### src/rtl/err_cap_pkg.sv
package err_cap_pkg;

    typedef enum logic [1:0] {
        ST_IDLE,
        ST_ACCESS,
        ST_DONE,
        ST_ABORT
    } txn_state_e;

    localparam int S1_MEM_PAR  = 2;
    localparam int S1_BUS_ORIG = 3;
    localparam int S1_SELECT   = 5;
    localparam int S2_CACHE_PAR = 4;
    localparam int S2_ADDR_BAD  = 7;

    typedef struct packed {
        logic write;
        logic cache;
        logic bus;
        logic sel_err;
    } txn_info_t;

    typedef struct packed {
        logic mem_par;
        logic cache_par;
        logic sel;
        logic bus;
    } err_ev_t;

endpackage

### src/rtl/err_lane_parity.sv
module err_lane_parity #(
    parameter int DW      = 64,
    parameter bit PAR_ODD = 1'b0,
    localparam int LANES  = DW / 8
) (
    input  logic [DW-1:0]    data,
    output logic [LANES-1:0] par
);
    for (genvar g = 0; g < LANES; g++) begin : g_lane
        assign par[g] = (^data[8*g +: 8]) ^ PAR_ODD;
    end
endmodule

### src/rtl/err_range_check.sv
module err_range_check #(
    parameter int AW = 32
) (
    input  logic [AW-1:0] addr,
    input  logic [AW-1:0] base,
    input  logic [AW-1:0] limit,
    output logic          outside
);
    always_comb outside = (addr < base) || (addr > limit);
endmodule

### src/rtl/err_txn_fsm.sv
module err_txn_fsm
    import err_cap_pkg::*;
#(
    parameter int AW = 32
) (
    input  logic          clk,
    input  logic          rst_n,
    input  logic          txn_valid,
    input  logic          txn_write,
    input  logic          txn_cache,
    input  logic          txn_pci,
    input  logic [AW-1:0] txn_addr,
    input  logic          sel_err_in,
    input  logic          rd_valid,
    input  logic          rd_bad,
    input  logic          mem_par_en,
    input  logic          cache_par_en,
    input  logic          pci_perr_resp,
    output logic          txn_ready,
    output logic          ras_en,
    output logic          wr_discard,
    output logic          txn_done,
    output logic          target_abort,
    output err_ev_t       ev,
    output logic          ev_any,
    output logic [AW-1:0] ev_addr
);
    txn_state_e state_q, state_d;
    txn_info_t  info_q;
    logic [AW-1:0] addr_q;
    logic in_acc, beat_bad, read_err, abort_now, leave_acc;

    // state register
    always_ff @(posedge clk) begin
        if (!rst_n) state_q <= ST_IDLE;
        else        state_q <= state_d;
    end

    // request capture
    always_ff @(posedge clk) begin
        if (!rst_n) begin
            info_q <= '0;
            addr_q <= '0;
        end else if (state_q == ST_IDLE && txn_valid) begin
            info_q <= '{write: txn_write, cache: txn_cache, bus: txn_pci, sel_err: sel_err_in};
            addr_q <= txn_addr;
        end
    end

    // error events
    always_comb begin
        in_acc       = (state_q == ST_ACCESS);
        beat_bad     = in_acc && !info_q.write && !info_q.sel_err && rd_valid && rd_bad;
        ev.sel       = in_acc && info_q.sel_err;
        ev.mem_par   = beat_bad && !info_q.cache && mem_par_en;
        ev.cache_par = beat_bad && info_q.cache && cache_par_en;
        ev_any       = ev.sel || ev.mem_par || ev.cache_par;
        ev.bus       = ev_any && info_q.bus;
        read_err     = !info_q.write && ev_any;
        abort_now    = read_err && info_q.bus && pci_perr_resp;
        leave_acc    = info_q.write || info_q.sel_err || rd_valid;
        ev_addr      = addr_q;
    end

    // next state
    always_comb begin
        state_d = state_q;
        unique case (state_q)
            ST_IDLE:   if (txn_valid) state_d = ST_ACCESS;
            ST_ACCESS: if (leave_acc) state_d = abort_now ? ST_ABORT : ST_DONE;
            ST_DONE:   state_d = ST_IDLE;
            ST_ABORT:  state_d = ST_IDLE;
        endcase
    end

    // outputs
    always_comb begin
        txn_ready    = 1'b0;
        ras_en       = 1'b0;
        wr_discard   = 1'b0;
        txn_done     = 1'b0;
        target_abort = 1'b0;
        unique case (state_q)
            ST_IDLE:   txn_ready = 1'b1;
            ST_ACCESS: begin
                ras_en     = !info_q.cache && !info_q.sel_err;
                wr_discard = info_q.write && info_q.sel_err;
            end
            ST_DONE:   txn_done = 1'b1;
            ST_ABORT:  target_abort = 1'b1;
        endcase
    end
endmodule

### src/rtl/err_status_regs.sv
module err_status_regs
    import err_cap_pkg::*;
#(
    parameter int AW = 32
) (
    input  logic          clk,
    input  logic          rst_n,
    input  err_ev_t       ev,
    input  logic          ev_any,
    input  logic          nmi_req,
    input  logic [AW-1:0] ev_addr,
    input  logic [1:0]    reg_sel,
    input  logic          reg_wr,
    input  logic [7:0]    reg_wdata,
    output logic [AW-1:0] reg_rdata,
    output logic [7:0]    det1_q,
    output logic [7:0]    det2_q,
    output logic [AW-1:0] eaddr_q,
    output logic          addr_locked
);
    logic [7:0] clr1, clr2, set1, set2, drop2;
    logic capture;

    always_comb begin
        addr_locked = det1_q[S1_MEM_PAR] || det1_q[S1_BUS_ORIG] ||
                      det1_q[S1_SELECT]  || det2_q[S2_CACHE_PAR];
        capture = ev_any && !addr_locked;
        clr1 = (reg_wr && reg_sel == 2'd0) ? reg_wdata : 8'h00;
        clr2 = (reg_wr && reg_sel == 2'd1) ? reg_wdata : 8'h00;
        set1 = 8'h00;
        set1[S1_MEM_PAR]  = ev.mem_par;
        set1[S1_BUS_ORIG] = ev.bus;
        set1[S1_SELECT]   = ev.sel;
        set2 = 8'h00;
        set2[S2_CACHE_PAR] = ev.cache_par;
        set2[S2_ADDR_BAD]  = capture && nmi_req;
        drop2 = 8'h00;
        drop2[S2_ADDR_BAD] = capture && !nmi_req;
    end

    always_ff @(posedge clk) begin
        if (!rst_n) begin
            det1_q  <= '0;
            det2_q  <= '0;
            eaddr_q <= '0;
        end else begin
            det1_q <= (det1_q & ~clr1) | set1;
            det2_q <= ((det2_q & ~clr2) | set2) & ~drop2;
            if (capture && !nmi_req) eaddr_q <= ev_addr;
        end
    end

    always_comb begin
        unique case (reg_sel)
            2'd0:    reg_rdata = {{(AW-8){1'b0}}, det1_q};
            2'd1:    reg_rdata = {{(AW-8){1'b0}}, det2_q};
            2'd2:    reg_rdata = eaddr_q;
            default: reg_rdata = '0;
        endcase
    end
endmodule

### src/rtl/err_capture_unit.sv
module err_capture_unit
    import err_cap_pkg::*;
#(
    parameter int DW      = 64,
    parameter int AW      = 32,
    parameter bit PAR_ODD = 1'b0,
    localparam int LANES  = DW / 8
) (
    input  logic             clk,
    input  logic             rst_n,
    input  logic             mem_par_en,
    input  logic             cache_par_en,
    input  logic             pci_perr_resp,
    input  logic [AW-1:0]    mem_base,
    input  logic [AW-1:0]    mem_limit,
    input  logic             nmi_req,
    input  logic             txn_valid,
    output logic             txn_ready,
    input  logic             txn_write,
    input  logic             txn_cache,
    input  logic             txn_pci,
    input  logic [AW-1:0]    txn_addr,
    input  logic [DW-1:0]    wr_data,
    output logic [LANES-1:0] wr_par,
    input  logic             rd_valid,
    input  logic [DW-1:0]    rd_data,
    input  logic [LANES-1:0] rd_par,
    output logic             ras_en,
    output logic             wr_discard,
    output logic             txn_done,
    output logic             target_abort,
    input  logic [1:0]       reg_sel,
    input  logic             reg_wr,
    input  logic [7:0]       reg_wdata,
    output logic [AW-1:0]    reg_rdata
);
    logic [LANES-1:0] rd_gen;
    logic             outside, sel_err_in, rd_bad, ev_any, addr_locked;
    err_ev_t          ev;
    logic [AW-1:0]    ev_addr, eaddr_q;
    logic [7:0]       det1_q, det2_q;

    err_lane_parity #(.DW(DW), .PAR_ODD(PAR_ODD)) u_wpar (.data(wr_data), .par(wr_par));
    err_lane_parity #(.DW(DW), .PAR_ODD(PAR_ODD)) u_rpar (.data(rd_data), .par(rd_gen));

    err_range_check #(.AW(AW)) u_range (
        .addr(txn_addr), .base(mem_base), .limit(mem_limit), .outside(outside)
    );

    always_comb begin
        sel_err_in = !txn_cache && outside;
        rd_bad     = (rd_gen != rd_par);
    end

    err_txn_fsm #(.AW(AW)) u_fsm (
        .clk(clk), .rst_n(rst_n), .txn_valid(txn_valid), .txn_write(txn_write),
        .txn_cache(txn_cache), .txn_pci(txn_pci), .txn_addr(txn_addr),
        .sel_err_in(sel_err_in), .rd_valid(rd_valid), .rd_bad(rd_bad),
        .mem_par_en(mem_par_en), .cache_par_en(cache_par_en),
        .pci_perr_resp(pci_perr_resp), .txn_ready(txn_ready), .ras_en(ras_en),
        .wr_discard(wr_discard), .txn_done(txn_done), .target_abort(target_abort),
        .ev(ev), .ev_any(ev_any), .ev_addr(ev_addr)
    );

    err_status_regs #(.AW(AW)) u_stat (
        .clk(clk), .rst_n(rst_n), .ev(ev), .ev_any(ev_any), .nmi_req(nmi_req),
        .ev_addr(ev_addr), .reg_sel(reg_sel), .reg_wr(reg_wr), .reg_wdata(reg_wdata),
        .reg_rdata(reg_rdata), .det1_q(det1_q), .det2_q(det2_q), .eaddr_q(eaddr_q),
        .addr_locked(addr_locked)
    );
endmodule

### config.mk
export PLATFORM = sky130hd
export DESIGN_NAME = err_capture_unit
export DESIGN_NICKNAME = d
export VERILOG_FILES = /design/src/rtl/err_cap_pkg.sv /design/src/rtl/err_lane_parity.sv /design/src/rtl/err_range_check.sv /design/src/rtl/err_txn_fsm.sv /design/src/rtl/err_status_regs.sv /design/src/rtl/err_capture_unit.sv
export SDC_FILE = /design/constraint.sdc
export NUM_CORES = 1
export LEC_CHECK = 0
export BUFFER_PORTS_ARGS = -buffer_cell sky130_fd_sc_hd__buf_4
export CAP_MARGIN = 20
export CORE_ASPECT_RATIO = 2
export CORE_MARGIN = 5
export CORE_UTILIZATION = 48
export DETAILED_ROUTE_END_ITERATION = 8
export PLACE_DENSITY_LB_ADDON = 0.08
export SYNTH_ARGS = -nofsm -noshare
export SYNTH_HDL_FRONTEND = slang
export SYNTH_SLANG_ARGS = --single-unit
### constraint.sdc
create_clock -name clk -period 2.8 [get_ports clk]
set_clock_uncertainty 0.2 [all_clocks]
set_input_delay 0.56 -clock clk [delete_from_list [all_inputs] [get_ports clk]]
set_output_delay 0.56 -clock clk [all_outputs]
set_load 0.02 [all_outputs]
-- Word level (Yosys, flattened, before mapping)
Index checks and enable logic that the tools add are counted.
- register bits after elaboration: 86
- magnitude comparators: 2
- eq/ne operators: 8
- muxes and demuxes: 12
- bitwise operators: 8
- reductions and logical operators: 56
- operator list (kind ; count):
    parity 8 bit ; 16
    case mux 32 bit (3 select lines) ; 1
    greater-than comparator 32 bit ; 1
    < comparator 32 bit ; 1
    AND 8 bit ; 3
    NOT 8 bit ; 3
    logical AND 1 bit ; 22
    two-way mux 8 bit ; 2
    logical OR 1 bit ; 8
    inequality test 8 bit ; 1
    OR 8 x 6 -> 8 bit ; 1
    OR 8 bit ; 1
    equality test 2 bit, second input constant ; 3
    logical NOT 1 bit ; 6
    two-way mux 1 bit ; 6
    case mux 2 bit (3 select lines) ; 1
    equality test 2 x 1 -> 1 bit, second input constant ; 2
    logical NOT 2 bit ; 2
    two-way mux 2 bit ; 2
    inequality test 2 bit, second input constant ; 2
    AND reduction 2 bit ; 1
    OR reduction 2 bit ; 1

-- Depth between registers and ports, before layout
Gate-level depths: netlist of the first run.
- depth in word-level cells: 15
- gate-level depth with buffers: 10

-- Hierarchy
A second synthesis of the first run with hierarchy kept.
- cell total of the unflattened synthesis: 788
- area, all modules: 6411.1 µm²
- by module, submodules not included (module ; instances ; cells each ; area an instance (µm²) ; sequential area each (µm²)):
    err_status_regs ; 1 ; 255 ; 2200.9 ; 960.9
    err_range_check ; 1 ; 225 ; 1592.8 ; 0.0
    err_txn_fsm ; 1 ; 184 ; 1544.0 ; 760.7
    err_lane_parity ; 2 ; 56 ; 490.5 ; 0.0
    err_capture_unit ; 1 ; 12 ; 92.6 ; 0.0

-- Worst setup path after synthesis of the first run
OpenSTA, ideal clock, no wires.
- path kind: input -> register
- from: input port rd_data[53]
- to: register u_stat.eaddr_q[22]
- setup time: 67 ps
- arrival: 2405 ps
- path slack: 128 ps
- stages: 9
- cell sequence: xor2_1 xnor3_2 xnor2_1 nand4_1 o2111ai_2 a211oi_4 buf_6 nand3_2 o21ai_2
- longest elaborated chain between the ends: 9
- ends and longest elaborated chain (what ; RTL line ; text):
    start: declaration ; err_capture_unit.sv:26 ; input logic [DW-1:0] rd_data,
    parity 8 bit * ; err_lane_parity.sv:10 ; assign par[g] = (^data[8*g +: 8]) ^ PAR_ODD;
    inequality test 8 bit * ; err_capture_unit.sv:52 ; rd_bad = (rd_gen != rd_par);
    logical AND 1 bit * ; err_txn_fsm.sv:53 ; beat_bad = in_acc && !info_q.write && !info_q.sel_err && rd_valid && rd_bad;
    logical AND 1 bit (2 in a row) ; err_txn_fsm.sv:55 ; ev.mem_par = beat_bad && !info_q.cache && mem_par_en;
    logical OR 1 bit ; err_txn_fsm.sv:57 ; ev_any = ev.sel || ev.mem_par || ev.cache_par;
    logical OR 1 bit * ; err_txn_fsm.sv:57 ;
    logical AND 1 bit * ; err_status_regs.sv:27 ; capture = ev_any && !addr_locked;
    logical AND 1 bit * ; err_status_regs.sv:49 ; if (capture && !nmi_req) eaddr_q <= ev_addr;
    end signal: assignment ; err_status_regs.sv:49 ;
    end: declaration ; err_status_regs.sv:18 ; output logic [AW-1:0] eaddr_q,
Mark *: on every way between the ends. The rest lies on a longest branch, timed or not.
A chain may end at the register's enable or synchronous reset.

-- Final worst setup path of the first run
- from: input port rd_data[50]
- to: register u_stat.eaddr_q[11]
The elaborated chain is that of the path after synthesis.

==> tab_implementation.tex, run 1 <==
\begin{tabular}{lr}
\hline
Metric & Value \\
\hline
\multicolumn{2}{l}{\textbf{Clock network}} \\
\quad Gates resized, CTS repair & 0 \\
\quad Post-CTS Repair Setup Buffers & 0 \\
\quad Clk Latency, worst-skew pair & 0.33 ns \\
\quad Cell at the root of the clock tree & sky130\_fd\_sc\_hd\_\_clkbuf\_16 \\
\quad Total clock buffers created by CTS & 9 \\
\quad Clock Pin Slew Worst Setup and Hold Paths & 0.07 ns \\
\quad Level count of the clock H-tree & 3 \\
\quad CTS tree & built \\
\quad Sink Count & 86 \\
\quad Number of hold buffers added after CTS & 0 \\
\quad Clock Path Buffers & 2 \\
\multicolumn{2}{l}{\textbf{STA}} \\
\quad Final number of setup-violating endpoints & 0 \\
\quad Final number of max-transition violations & 0 \\
\quad RSZ-0062 raised after global routing & no \\
\quad Fin crit share & 89.80\% \\
\quad Slew at the pin closest to its max-slew limit & 0.3992 ns \\
\quad Worst slew slack as a fraction of its limit & 73.18\% \\
\quad F\_max & 0.3977 GHz \\
\quad TNS Setup & 0 ns \\
\quad Shortest period the worst path allows & 2.514 ns \\
\quad Final Hold Violating Endpoints & 0 \\
\multicolumn{2}{l}{\textbf{Synthesis}} \\
\quad Yosys warns & 0 \\
\quad Sequential share of the synthesized area & 27.08\% \\
\quad Post-Synthesis Mean Instance Area & 8.332 sq um \\
\quad Mapped cell area & 6357 sq um \\
\quad Commonest register cell after synthesis & sky130\_fd\_sc\_hd\_\_dfxtp\_1 \\
\quad Count leader, synth & sky130\_fd\_sc\_hd\_\_nand2\_1 \\
\quad Synth Instances & 763 \\
\quad Number of distinct library cells after synthesis & 54 \\
\quad Yosys top cell area share & 27.08\% \\
\quad Most frequent cells after synthesis & sky130\_fd\_sc\_hd\_\_nand2\_1, sky130\_fd\_sc\_hd\_\_dfxtp\_1, sky130\_fd\_sc\_hd\_\_xnor2\_1 \\
\quad Largest area contributor in the synthesized netlist & sky130\_fd\_sc\_hd\_\_dfxtp\_1 \\
\quad EDFF count, synth & 0 \\
\quad Synthesized flop and latch total & 86 \\
\quad Share of synthesized flip-flops with an asynchronous set or reset & 0\% \\
\quad Cell types occupying the most area after synthesis & sky130\_fd\_sc\_hd\_\_dfxtp\_1, sky130\_fd\_sc\_hd\_\_ha\_1, sky130\_fd\_sc\_hd\_\_xnor2\_1, sky130\_fd\_sc\_hd\_\_nand2\_1, sky130\_fd\_sc\_hd\_\_a21oi\_1 \\
\quad Post-synthesis net count & 1080 \\
\multicolumn{2}{l}{\textbf{Power and ir drop}} \\
\quad Power per unit of standard cell area & 398.8 nW/um\^{}2 \\
\quad Max rail drop VDD & 270.5 uV \\
\quad Power consumption & 0.003590 W \\
\quad LEAKAGE & 4.407 nW \\
\multicolumn{2}{l}{\textbf{GRT}} \\
\quad Vias in the first global route & 6267 \\
\quad Antenna violations before repair & 0 \\
\quad Global-route wire length before repair & 29350 um \\
\quad Largest net degree at the start of global routing & 80 \\
\quad Total grt overflow & 0 \\
\quad Global-route total usage across every layer & 22.41\% \\
\multicolumn{2}{l}{\textbf{Setup path}} \\
\quad Type of destination of the critical path & flop \\
\quad Start of the worst register-to-register path & u\_fsm.state\_q[0]\$\_SDFFE\_PN0P\_ \\
\quad Critical path type & in2reg \\
\quad Biggest fanout along the worst timing path & 34 \\
\quad R2R depth & 7 \\
\quad Critical path required time & 2.87 ns \\
\quad Register-to-register path setup slack & 0.40 ns \\
\quad Startpoint class of the critical path & input port \\
\quad CP Data Arrival Time & 2.59 ns \\
\quad R2r endpoint & u\_stat.eaddr\_q[11]\$\_SDFFE\_PN0P\_ \\
\multicolumn{2}{l}{\textbf{Die}} \\
\quad Core box area & 12990 sq um \\
\quad Die span in y & 172.8 um \\
\quad Std-Cell Rows & 59 \\
\quad Boundary pin count & 299 \\
\quad Starting utilization of the core area & 48.93\% \\
\quad Die X-Extent & 91.38 um \\
\quad Die area & 15790 sq um \\
\multicolumn{2}{l}{\textbf{Worst hold path}} \\
\quad Worst hold path type & in2reg \\
\quad Hold Path End & u\_stat.det2\_q[5]\$\_SDFF\_PN0\_ \\
\quad Instance count along the most critical hold path & 2 \\
\quad Startpoint of the most critical hold path & reg\_wdata[5] \\
\multicolumn{2}{l}{\textbf{Routing}} \\
\quad DRC marker count from the first detailed-route iteration & 219 \\
\quad Via Count & 6112 \\
\quad Total length of routed wires & 17910 um \\
\quad Wire length per cell & 14.79 um \\
\quad DRT antenna net count & 0 \\
\quad Final routed DRC violation total & 0 \\
\quad First-pass iteration count of the detailed router & 4 \\
\quad Via/cell ratio & 5.047 \\
\multicolumn{2}{l}{\textbf{Job}} \\
\quad Max-cap violation count & 0 \\
\multicolumn{2}{l}{\textbf{Layout}} \\
\quad Area added between synthesis and finish & 41.61\% \\
\quad Sequential cell area & 1722 sq um \\
\quad Area used by multi-input combinational logic & 4182 sq um \\
\quad Share of cells above drive strength 1 & 35.41\% \\
\quad Net total in the final layout & 1371 \\
\quad Filler Cell Count & 1142 \\
\quad Diode count & 0 \\
\multicolumn{2}{l}{\textbf{Run status}} \\
\quad Result of the run & finished clean \\
\multicolumn{2}{l}{\textbf{Placed design}} \\
\quad Final estimated routing congestion in global placement & 0.8672 \\
\quad Count of buffers from port buffering & 298 \\
\quad Half-perimeter wire length after detailed placement & 15340 um \\
\hline
\end{tabular}
==> power breakdown <==
part / switching [W] / total, W / internal, W
Clock: 0.000479 / 0.00111 / 0.000629
Combinational: 0.000530 / 0.00119 / 0.000658
Sequential: 0.0000286 / 0.00129 / 0.00127
Total: 0.00104 / 0.00359 / 0.00255
==> per-stage QoR <==
stage               hold slack [ns]  utilization (%)  std cells  worst slack (ns)  instance area [sq um]
global placement             0.2167            67.09       1195          -0.03662                   8717
detailed placement           0.2241            67.09       1195          -0.05928                   8717
finish                       0.1956            69.29       1211            0.2855                   9002
global route                 0.1867            69.29       1211           0.08865                   9002
CTS                          0.1854            69.29       1211            0.2622                   9002
floorplan                    0.2113                -        763            0.1277                   6357
==> placed cells by master (no fill, tap or decap), types with 15 or more instances in the layout <==
cell	instances
sky130_fd_sc_hd__buf_4	309
sky130_fd_sc_hd__ha_1	63
sky130_fd_sc_hd__nand3_2	20
sky130_fd_sc_hd__o21ai_0	15
sky130_fd_sc_hd__xor2_1	24
sky130_fd_sc_hd__o21ai_2	20
sky130_fd_sc_hd__xnor2_1	80
sky130_fd_sc_hd__nand2_1	136
sky130_fd_sc_hd__a21oi_1	63
sky130_fd_sc_hd__and2_1	26
sky130_fd_sc_hd__nand3_1	17
sky130_fd_sc_hd__a21o_1	24
sky130_fd_sc_hd__dfxtp_1	86
sky130_fd_sc_hd__inv_1	64
==> kinds of logic after synthesis <==
family | synth area share [%]
xor gates and xnor gates | 17.18
AOI/OAI and AO/OA | 15.69
buffers and inverters | 7.183
adders and majority gates | 12.40
and+or+nand+nor | 19.21
DFF | 27.08
muxes | 1.260
==> per-layer routing <==
metal | share of wire (%) | vias to the layer above | GRT usage (%)
met4 | 2.4 | 0 | 7.956
met2 | 56 | 195 | 43.10
li1 | - | 3130 | -
met1 | 36 | 2763 | 23.80
met5 | 0 | - | 0
met3 | 5.2 | 24 | 3.609
==> worst max path at each step <==
stage               slack, ns   startpoint  depth (start not counted)                         endpoint
floorplan                0.13  rd_data[53]                          9  u_stat.eaddr_q[22]$_SDFFE_PN0P_
global placement        -0.04  rd_data[38]                         10  u_stat.eaddr_q[16]$_SDFFE_PN0P_
detailed placement      -0.06  rd_data[50]                         10  u_stat.eaddr_q[12]$_SDFFE_PN0P_
CTS                      0.26  rd_data[50]                         10  u_stat.eaddr_q[16]$_SDFFE_PN0P_
global route             0.09  rd_data[18]                         10  u_stat.eaddr_q[16]$_SDFFE_PN0P_
finish                   0.29  rd_data[50]                         10  u_stat.eaddr_q[11]$_SDFFE_PN0P_
==> flip-flops by register name, indices dropped and copies added, names as in the netlist <==
| register | flops |
|---|---|
| u_fsm.state_q | 2 |
| u_stat.det1_q | 8 |
| u_fsm.ev_addr | 32 |
| u_stat.det2_q | 8 |
| u_stat.eaddr_q | 32 |
| u_fsm.info_q | 4 |
==> worst max-delay path, cell delays in order <==
cell and delay [ns]:
sky130_fd_sc_hd__buf_4 0.11, sky130_fd_sc_hd__xor2_1 0.15, sky130_fd_sc_hd__xnor3_2 0.43, sky130_fd_sc_hd__xnor2_1 0.14, sky130_fd_sc_hd__nand4_1 0.15, sky130_fd_sc_hd__o2111ai_2 0.19
sky130_fd_sc_hd__a211oi_4 0.40, sky130_fd_sc_hd__buf_12 0.25, sky130_fd_sc_hd__nand3_1 0.10, sky130_fd_sc_hd__o21ai_1 0.08
==> cell type report <==
type	instances	share of cell area [%]
Sequential cell	86	19.12
Multi-Input combinational cell	580	46.45
Timing Repair Buffer	312	26.44
Tap cell	152	2.113
Clock buffer	10	2.655
Clock inverter	6	0.5142
Inverter	65	2.710
No activity file was read; power rests on OpenSTA's default activity.
==> run 2: changes to the inputs <==
--- a/config.mk
+++ b/config.mk
@@ -5,13 +5,13 @@
 export SDC_FILE = /design/constraint.sdc
 export NUM_CORES = 1
 export LEC_CHECK = 0
-export BUFFER_PORTS_ARGS = -buffer_cell sky130_fd_sc_hd__buf_4
+export BUFFER_PORTS_ARGS = -buffer_cell sky130_fd_sc_hd__buf_2
 export CAP_MARGIN = 20
 export CORE_ASPECT_RATIO = 2
 export CORE_MARGIN = 5
 export CORE_UTILIZATION = 48
 export DETAILED_ROUTE_END_ITERATION = 8
-export PLACE_DENSITY_LB_ADDON = 0.08
+export PLACE_DENSITY = 0.92
 export SYNTH_ARGS = -nofsm -noshare
 export SYNTH_HDL_FRONTEND = slang
 export SYNTH_SLANG_ARGS = --single-unit
==> run 2 against run 1 <==
Compared with the run above: critical path depth grew 1; sequential share of layout area grew 1.3 points; largest cell class unchanged; total power shrank 1.5%; design area shrank 6.6%; first-iteration DRC count grew 22%.
==> tab_implementation.tex, run 2 (synthesis results as in run 1) <==
\begin{tabular}{lr}
\hline
Metric & Value \\
\hline
\multicolumn{2}{l}{\textbf{GRT}} \\
\quad Antenna violations before repair & 4 \\
\quad Global-route total usage across every layer & 24.82\% \\
\quad Largest net degree at the start of global routing & 39 \\
\quad Vias in the first global route & 6612 \\
\quad Total grt overflow & 0 \\
\quad Global-route wire length before repair & 31790 um \\
\multicolumn{2}{l}{\textbf{Layout}} \\
\quad Share of cells above drive strength 1 & 36.40\% \\
\quad Final design area excluding fillers & 8412 sq um \\
\quad Most common cell after layout, fill and taps aside & sky130\_fd\_sc\_hd\_\_buf\_2 \\
\quad Area added between synthesis and finish & 32.32\% \\
\quad Core utilization of the finished layout & 64.74\% \\
\quad Filler Cell Count & 1088 \\
\quad Commonest cells after routing, fill and taps aside & sky130\_fd\_sc\_hd\_\_buf\_2, sky130\_fd\_sc\_hd\_\_nand2\_1, sky130\_fd\_sc\_hd\_\_dfxtp\_1, sky130\_fd\_sc\_hd\_\_xnor2\_1, sky130\_fd\_sc\_hd\_\_inv\_1 \\
\quad Net total in the final layout & 1389 \\
\multicolumn{2}{l}{\textbf{Die}} \\
\quad Std-Cell Rows & 59 \\
\quad Core box area & 12990 sq um \\
\quad Starting utilization of the core area & 48.93\% \\
\quad Boundary pin count & 299 \\
\quad Die area & 15790 sq um \\
\quad Die span in y & 172.8 um \\
\quad Die X-Extent & 91.38 um \\
\multicolumn{2}{l}{\textbf{Placed design}} \\
\quad Final estimated routing congestion in global placement & 0.9002 \\
\quad Placement Cell Area & 8119 sq um \\
\quad Count of buffers from port buffering & 298 \\
\quad Half-perimeter wire length after detailed placement & 17380 um \\
\multicolumn{2}{l}{\textbf{Clock network}} \\
\quad Sink Count & 86 \\
\quad Post-CTS Repair Setup Buffers & 0 \\
\quad Gates resized, CTS repair & 0 \\
\quad Total clock buffers created by CTS & 9 \\
\quad Cell at the root of the clock tree & sky130\_fd\_sc\_hd\_\_clkbuf\_16 \\
\quad Clk Latency, worst-skew pair & 0.33 ns \\
\quad Level count of the clock H-tree & 3 \\
\quad Number of hold buffers added after CTS & 0 \\
\quad Clock Pin Slew Worst Setup and Hold Paths & 0.07 ns \\
\quad CTS tree & built \\
\quad Clock Path Buffers & 2 \\
\multicolumn{2}{l}{\textbf{Setup path}} \\
\quad Cell Chain, Critical Path & buf\_2, xor2\_1, xnor3\_1, xnor2\_1, nand4\_1, o2111ai\_2, a211oi\_4, buf\_12, buf\_12, nand3\_1, o21ai\_1 \\
\quad Type of destination of the critical path & flop \\
\quad Cell mode on critical path & sky130\_fd\_sc\_hd\_\_buf\_12 \\
\quad CP Data Arrival Time & 2.66 ns \\
\quad Critical path type & in2reg \\
\quad Startpoint class of the critical path & input port \\
\quad Delay contributed by the slowest stage of the critical path & 0.44 ns \\
\quad Critical path required time & 2.87 ns \\
\quad CP delay by family, top & XOR/XNOR gates \\
\quad Slowest cell on the critical path & sky130\_fd\_sc\_hd\_\_xnor3\_1 \\
\quad Biggest fanout along the worst timing path & 18 \\
\quad CP bufs+invs & 3 \\
\multicolumn{2}{l}{\textbf{STA}} \\
\quad RSZ-0062 raised after global routing & no \\
\quad Slew at the pin closest to its max-slew limit & 0.4413 ns \\
\quad Final Hold Violating Endpoints & 0 \\
\quad Final number of setup-violating endpoints & 0 \\
\quad Worst slew slack as a fraction of its limit & 70.58\% \\
\quad Hold slack final & 0.2109 ns \\
\quad Fin crit share & 92.66\% \\
\quad Final number of max-transition violations & 0 \\
\quad F\_max & 0.3854 GHz \\
\quad Shortest period the worst path allows & 2.594 ns \\
\quad TNS Setup & 0 ns \\
\multicolumn{2}{l}{\textbf{Routing}} \\
\quad Via Count & 6358 \\
\quad First-pass iteration count of the detailed router & 4 \\
\quad DRC marker count from the first detailed-route iteration & 267 \\
\quad Wire length per cell & 16.59 um \\
\quad Via/cell ratio & 5.165 \\
\quad Total length of routed wires & 20420 um \\
\quad DRT antenna net count & 0 \\
\quad Final routed DRC violation total & 0 \\
\multicolumn{2}{l}{\textbf{Power and ir drop}} \\
\quad P\_sw & 0.001072 W \\
\quad Share of power burned in combinational logic & 31.7\% \\
\quad Fraction of power consumed by the clock network & 31.6\% \\
\quad Internal & 0.002465 W \\
\quad Power per unit of standard cell area & 420.5 nW/um\^{}2 \\
\quad Max rail drop VDD & 402.7 uV \\
\quad Switching power share of the total & 30.30\% \\
\quad Relative contribution of sequential cells to total power & 36.6\% \\
\quad LEAKAGE & 4.286 nW \\
\multicolumn{2}{l}{\textbf{Run status}} \\
\quad Result of the run & finished clean \\
\multicolumn{2}{l}{\textbf{Worst hold path}} \\
\quad Worst hold path type & in2reg \\
\multicolumn{2}{l}{\textbf{Job}} \\
\quad Max-cap violation count & 0 \\
\hline
\end{tabular}
==> run 2: cell count changes in the layout (fill, tap and decap cells not counted), sizes merged <==
cell	before	now
inv	65	64
clkbuf	10	12
buf	312	330
clkinvlp	2	0
clkinv	4	5
diode	0	2
==> run 2: final timing paths <==
path	startpoint	to	slack [ns]	cells past startpoint
setup / recovery	rd_data[26]	u_stat.eaddr_q[9]$_SDFFE_PN0P_	0.21	11
hold / removal	reg_wdata[6]	u_stat.det1_q[6]$_SDFF_PN0_	0.21	2
setup reg to reg	u_fsm.state_q[0]$_SDFFE_PN0P_	u_stat.eaddr_q[9]$_SDFFE_PN0P_	0.43	8
hold reg to reg	u_stat.det1_q[6]$_SDFF_PN0_	u_stat.det1_q[6]$_SDFF_PN0_	0.23	2
==> run 2: power groups by stage <==
stage | registers, W | clock network (W) | logic (W)
after floorplan | 0.00131 | 0 | 0.000690
after global placement | 0.00132 | 0 | 0.00110
after detailed placement | 0.00132 | 0 | 0.00113
after CTS | 0.00130 | 0.00113 | 0.00113
after global routing | 0.00130 | 0.00117 | 0.00124
final | 0.00130 | 0.00112 | 0.00112
==> run 2: per-stage QoR <==
stage / total power (W) / worst slack, ns / instances
5_1_grt: 0.003705 / 0.009863 / 1231
3_5_place_dp: 0.002448 / -0.1764 / 1213
2_1_floorplan: 0.002003 / 0.1277 / 763
4_1_cts: 0.003561 / 0.1644 / 1229
3_3_place_gp: 0.002418 / -0.1381 / 1213
6_report: 0.003537 / 0.2056 / 1231
==> run 2: layout make-up <==
class	instances	area, sq um	share of cell area [%]
well taps	152	190.2	2.261
clock buffers	12	256.5	3.049
inverters	65	244.0	2.900
repair buffers	330	1782	21.18
diodes	2	5.005	0.05950
multi-input cells	580	4182	49.71
flip-flops and latches	86	1722	20.47
clock inverters	4	31.28	0.3719
==> run 2: layer usage <==
layer  wire length (um)  global-route usage (%)
met1               6652                   22.94
met2              11240                   47.83
met3               1452                   5.783
met4               1072                   13.83
met5                  0                       0
